$ cat src/rtl/commit_arb_pkg.sv
package commit_arb_pkg;
  typedef enum logic [2:0] {
    TS_IDLE       = 3'd0,
    TS_RUNNING    = 3'd1,
    TS_ROB_SQUASH = 3'd2,
    TS_TRAP_PEND  = 3'd3,
    TS_FETCH_TRAP = 3'd4
  } thr_status_e;

  typedef enum logic [1:0] {
    POL_AGGRESSIVE = 2'd0,
    POL_ROUND_ROBIN = 2'd1,
    POL_OLDEST     = 2'd2,
    POL_SPARE      = 2'd3
  } arb_policy_e;

  localparam int unsigned STATUS_W = 3;

  function automatic logic st_rr_ok(input logic [2:0] st);
    return (st == TS_IDLE) || (st == TS_RUNNING);
  endfunction

  function automatic logic st_old_ok(input logic [2:0] st);
    return (st == TS_IDLE) || (st == TS_RUNNING) || (st == TS_FETCH_TRAP);
  endfunction
endpackage

$ cat src/rtl/commit_arb_elig.sv
module commit_arb_elig
  import commit_arb_pkg::*;
#(
  parameter int unsigned NUM_THREADS = 4
) (
  input  logic [STATUS_W*NUM_THREADS-1:0] status_i,
  input  logic [NUM_THREADS-1:0]          rob_empty_i,
  input  logic [NUM_THREADS-1:0]          head_ready_i,
  output logic [NUM_THREADS-1:0]          rr_elig_o,
  output logic [NUM_THREADS-1:0]          old_elig_o,
  output logic [NUM_THREADS-1:0]          solo_elig_o
);
  for (genvar t = 0; t < NUM_THREADS; t++) begin : g_thr
    logic [STATUS_W-1:0] st;
    assign st             = status_i[t*STATUS_W +: STATUS_W];
    assign rr_elig_o[t]   = st_rr_ok(st) && head_ready_i[t];
    assign old_elig_o[t]  = st_old_ok(st) && head_ready_i[t] && !rob_empty_i[t];
    assign solo_elig_o[t] = st_old_ok(st);
  end
endmodule

$ cat src/rtl/commit_arb_oldest.sv
module commit_arb_oldest #(
  parameter int unsigned NUM_THREADS = 4,
  parameter int unsigned SEQ_W       = 16,
  localparam int unsigned TID_W      = (NUM_THREADS > 1) ? $clog2(NUM_THREADS) : 1
) (
  input  logic [NUM_THREADS-1:0]       elig_i,
  input  logic [SEQ_W*NUM_THREADS-1:0] seq_i,
  output logic                         valid_o,
  output logic [TID_W-1:0]             tid_o
);
  logic [SEQ_W-1:0] best_seq;

  always_comb begin
    valid_o  = 1'b0;
    tid_o    = '0;
    best_seq = '0;
    for (int k = 0; k < NUM_THREADS; k++) begin
      // strict compare keeps the lower index on a tie
      if (elig_i[k] && (!valid_o || seq_i[k*SEQ_W +: SEQ_W] < best_seq)) begin
        valid_o  = 1'b1;
        tid_o    = TID_W'(k);
        best_seq = seq_i[k*SEQ_W +: SEQ_W];
      end
    end
  end
endmodule

$ cat src/rtl/commit_arb_rr.sv
module commit_arb_rr #(
  parameter int unsigned NUM_THREADS = 4,
  localparam int unsigned TID_W      = (NUM_THREADS > 1) ? $clog2(NUM_THREADS) : 1
) (
  input  logic                   clk_i,
  input  logic                   rst_ni,
  input  logic [NUM_THREADS-1:0] elig_i,
  input  logic                   advance_i,
  output logic                   valid_o,
  output logic [TID_W-1:0]       tid_o
);
  logic [NUM_THREADS-1:0][TID_W-1:0] prio_q, prio_d;
  logic [TID_W-1:0] pos;

  always_comb begin
    valid_o = 1'b0;
    pos     = '0;
    for (int k = 0; k < NUM_THREADS; k++) begin
      if (!valid_o && elig_i[prio_q[k]]) begin
        valid_o = 1'b1;
        pos     = TID_W'(k);
      end
    end
    tid_o = prio_q[pos];
  end

  always_comb begin
    prio_d = prio_q;
    if (advance_i && valid_o) begin
      for (int k = 0; k < NUM_THREADS - 1; k++) begin
        if (TID_W'(k) >= pos) prio_d[k] = prio_q[k+1];
      end
      prio_d[NUM_THREADS-1] = prio_q[pos];
    end
  end

  always_ff @(posedge clk_i or negedge rst_ni) begin
    if (!rst_ni) begin
      for (int k = 0; k < NUM_THREADS; k++) prio_q[k] <= TID_W'(k);
    end else begin
      prio_q <= prio_d;
    end
  end
endmodule

$ cat src/rtl/commit_thread_arb.sv
module commit_thread_arb
  import commit_arb_pkg::*;
#(
  parameter int unsigned NUM_THREADS = 4,
  parameter int unsigned SEQ_W       = 16,
  localparam int unsigned TID_W      = (NUM_THREADS > 1) ? $clog2(NUM_THREADS) : 1
) (
  input  logic                            clk_i,
  input  logic                            rst_ni,
  input  logic [1:0]                      policy_i,
  input  logic [STATUS_W*NUM_THREADS-1:0] status_i,
  input  logic [NUM_THREADS-1:0]          rob_empty_i,
  input  logic [NUM_THREADS-1:0]          head_ready_i,
  input  logic [SEQ_W*NUM_THREADS-1:0]    head_seq_i,
  input  logic                            grant_take_i,
  output logic                            grant_valid_o,
  output logic [TID_W-1:0]                grant_tid_o
);
  logic [NUM_THREADS-1:0] rr_elig, old_elig, solo_elig;

  commit_arb_elig #(.NUM_THREADS(NUM_THREADS)) u_elig (
    .status_i    (status_i),
    .rob_empty_i (rob_empty_i),
    .head_ready_i(head_ready_i),
    .rr_elig_o   (rr_elig),
    .old_elig_o  (old_elig),
    .solo_elig_o (solo_elig)
  );

  if (NUM_THREADS == 1) begin : g_solo
    logic unused_ok;
    assign unused_ok     = ^{rr_elig, old_elig, policy_i, head_seq_i, grant_take_i, clk_i, rst_ni};
    assign grant_valid_o = solo_elig[0];
    assign grant_tid_o   = '0;
  end else begin : g_multi
    logic             is_rr;
    logic             rr_valid, old_valid;
    logic [TID_W-1:0] rr_tid, old_tid;
    logic             unused_ok;

    assign is_rr     = (policy_i == POL_ROUND_ROBIN);
    assign unused_ok = ^solo_elig;

    commit_arb_rr #(.NUM_THREADS(NUM_THREADS)) u_rr (
      .clk_i    (clk_i),
      .rst_ni   (rst_ni),
      .elig_i   (rr_elig),
      .advance_i(is_rr && grant_take_i),
      .valid_o  (rr_valid),
      .tid_o    (rr_tid)
    );

    commit_arb_oldest #(.NUM_THREADS(NUM_THREADS), .SEQ_W(SEQ_W)) u_old (
      .elig_i (old_elig),
      .seq_i  (head_seq_i),
      .valid_o(old_valid),
      .tid_o  (old_tid)
    );

    // aggressive and the spare code share the oldest-ready path
    assign grant_valid_o = is_rr ? rr_valid : old_valid;
    assign grant_tid_o   = !grant_valid_o ? '0 : (is_rr ? rr_tid : old_tid);
  end
endmodule

$ cat config.mk
export PLATFORM = sky130hd
export DESIGN_NAME = commit_thread_arb
export DESIGN_NICKNAME = d
export VERILOG_FILES = /design/src/rtl/commit_arb_pkg.sv /design/src/rtl/commit_arb_elig.sv /design/src/rtl/commit_arb_oldest.sv /design/src/rtl/commit_arb_rr.sv /design/src/rtl/commit_thread_arb.sv
export SDC_FILE = /design/constraint.sdc
export NUM_CORES = 1
export LEC_CHECK = 0
export BUFFER_PORTS_ARGS = -buffer_cell sky130_fd_sc_hd__buf_2
export CAP_MARGIN = 0
export CORE_UTILIZATION = 35
export CTS_CLUSTER_DIAMETER = 80
export CTS_CLUSTER_SIZE = 24
export DETAILED_ROUTE_END_ITERATION = 6
export HOLD_SLACK_MARGIN = 0.06
export PLACE_DENSITY = 0.71
export SYNTH_ARGS = -nofsm -noshare
export SYNTH_HDL_FRONTEND = slang
export SYNTH_SLANG_ARGS = --single-unit
$ cat constraint.sdc
create_clock -name clk_i -period 15.36 [get_ports clk_i]
set_input_delay 0.768 -clock clk_i [delete_from_list [all_inputs] [get_ports clk_i]]
set_output_delay 0.768 -clock clk_i [all_outputs]
set_load 0.01 [all_outputs]
==> results.cfg <==
[clocking]
clkSinkCount = 8
cts_setup_buffers = 0
cts_tree = done
clk_path_buf_depth = 2
cts_root_buf = clkbuf_8
cts_max_level = 1
cts_buffers = 3
clk-insertion-delay-late_ps = 230
hold_buffers = 0
clk_pin_slew_ps = 40
post_cts_resized = 0

[synthesis]
yosysSeqAreaShare_pct = 9.09
synth-edff-count = 0
netlist_instances = 297
ys_warn_count = 0
synth.distinct_cells = 48
postSynth.asyncResetShare_pct = 100
synth_top_area_share_pct = 24.9
avgSynthCellArea_um2 = 7.60
synthTopCellsByArea = ha_1 (25%), a21oi_1 (8.4%), nand2_1 (7.6%)
synth_largest_area_cell = ha_1
syn_nets = 431
synth_seq_cells = 8
synth_area_um2 = 2260
ys.flop_type = dfstp_2

[route]
vias = 2520
ant_nets = 0
via_per_inst = 5.48
routed_wirelength_um = 6310
drcViolationCount = 0
wl_per_cell_um = 13.7
drt_iter0_markers = 100
dr.pass1.iters = 4

[die]
core_area_um2 = 6060
io_pins = 92
num_rows = 28
die_h_um = 82.3
die_x_um = 82.3
die_area_um2 = 6780
start_util_pct = 37.3

[power]
p_per_area_nw_per_um2 = 50.1
vdd_drop_max_mv = 0.0445
p_leak_nw = 1.27

[critical_path]
worst-path-buf-inv = 3
cp-endpoint = grant_tid_o[1]
cp-start-kind = input pin
worstSetupStartpoint = status_i[2]
rr_worst_depth = 7
path_delay_family = compound AO/OA/AOI/OAI gates
r2r_start = g_multi.u_rr.prio_q[7]
worstSetupPathType = in2out
crit_fanout = 32
critical_path_arrival_ps = 7730
reg2reg_to = g_multi.u_rr.prio_q[6]
cp_common_cell = a21oi_1
max_stage_delay_ps = 870
cp.required_ps = 14590
cp.depth = 32
end_kind = output pin
r2r_slack_ps = 13110
slowest_stage = o21ai_2

[sta]
worst_slack_ps = 6860
rsz0062_at_grt = no
timing.slew.headroom_pct = 24.5
tightest_slew_ps = 1130
worst_clock_skew_ps = 1.63
fin_crit_ps = 8500
final_hold_viol_count = 0
fmax_ghz = 0.118
setup_violations = 0
report.final.slew_viol_count = 0
fin_crit_sh_pct = 55.3
fin_tns_setup_ps = 0

[layout]
final_core_util_pct = 46.9
layout_common_cells = buf_2 (91), nand2_1 (46), ha_1 (45)
antenna_cells = 0
regMostFlops = g_multi.u_rr.prio_q
largest_reg_flops = 8
fillers = 621
layout.cells.non_filler = 460
largestRegisters = g_multi.u_rr.prio_q x8
area_growth_pct = 25.9
final_common_cell = buf_2
nets = 520
design_area_um2 = 2840
drive_gt1_share_pct = 30.6

[grt]
grt_pass1_wl_um = 10500
grt_pass1_vias = 2396
antenna_found_initial = 0
grt_max_degree = 33
overflow = 0
grtUsageTotal_pct = 19.7

[placed_design]
placed_cells = 456
dp_slack_ps = 6880
dp_hpwl_um = 5550
globalplace.congestion = 0.932
portBuffers = 91
place_area_um2 = 2800

[run_status]
status = finished clean

[flow_run]
maxCapViolCount = 0

[hold_path]
hold_path.class = in2async
## logic make-up (layout without fill, tap and decap cells)
kind of cell             after synthesis  in the layout  synth area share, %
adder cells (fa/ha/maj)               45             45                 24.9
AND/OR/NAND/NOR                      121            121                 27.0
buffers and inverters                 12            100                 1.99
multiplexers                          15             15                 9.75
flip-flops                             8              8                 9.09
AO/OA/AOI/OAI                         96             96                 27.2
## worst reg2reg max path, cell delays in order (launching register included)
cell and delay, ps:
dfstp_2 530, inv_1 80, mux4_2 440, nor2b_1 140, nor2_1 70, nor2_1 260
mux4_2 370, mux2_2 280
## final cells by class
type | count | area (um^2) | area share (%)
Clock buffer | 4 | 45.0 | 1.58
Inverter | 4 | 15.0 | 0.528
Multi-Input combinational cell | 277 | 2020 | 71.1
Sequential cell | 8 | 205 | 7.22
Tap cell | 75 | 93.8 | 3.30
Timing Repair Buffer | 92 | 463 | 16.3
## synth_stat cells, types with 3 or more instances
cell type / count
a211oi_1: 4
a21o_1: 8
a21oi_1: 38
a31oi_1: 3
clkbuf_1: 8
dfrtp_1: 4
dfstp_2: 4
ha_1: 45
inv_1: 4
mux2_2: 5
mux2i_1: 4
mux4_2: 5
nand2_1: 46
nand2b_1: 3
nand3_1: 3
nand4_1: 8
nor2_1: 28
nor2b_1: 6
nor3b_1: 7
o21a_1: 16
o21ai_0: 11
or3b_1: 4
## per-stage QoR
step                      total power, W  hold WS, ps
after floorplan                0.0000859          472
after global placement          0.000114          511
after detailed placement        0.000115          515
after CTS                       0.000143          371
after global routing            0.000156          383
final                           0.000142          370
## per-layer routing
metal  vias up  part of all wire [%]  routed length (um)  GRT usage [%]
met4         0                  0.70                  44           2.98
met2        78                    47                2950           34.0
li1       1308                     -                   -              -
met3         6                   5.6                 356           2.31
met5         -                     0                   0              0
met1      1128                    47                2950           26.5
## worst min path at each step
stage                           start                      to  depth (start not counted)
5_1_grt                        rst_ni  g_multi.u_rr.prio_q[1]                          1
3_5_place_dp   g_multi.u_rr.prio_q[5]  g_multi.u_rr.prio_q[5]                          2
2_1_floorplan                  rst_ni  g_multi.u_rr.prio_q[0]                          0
6_report                       rst_ni  g_multi.u_rr.prio_q[4]                          1
3_3_place_gp   g_multi.u_rr.prio_q[5]  g_multi.u_rr.prio_q[5]                          2
4_1_cts                        rst_ni  g_multi.u_rr.prio_q[3]                          1
## power by group
part / switching (W) / internal [W] / total, W
clock: 0.00000879 / 0.0000180 / 0.0000268
sequential: 0.00000588 / 0.0000278 / 0.0000336
combinational: 0.0000420 / 0.0000399 / 0.0000820
(Power assumes the default switching activity.)
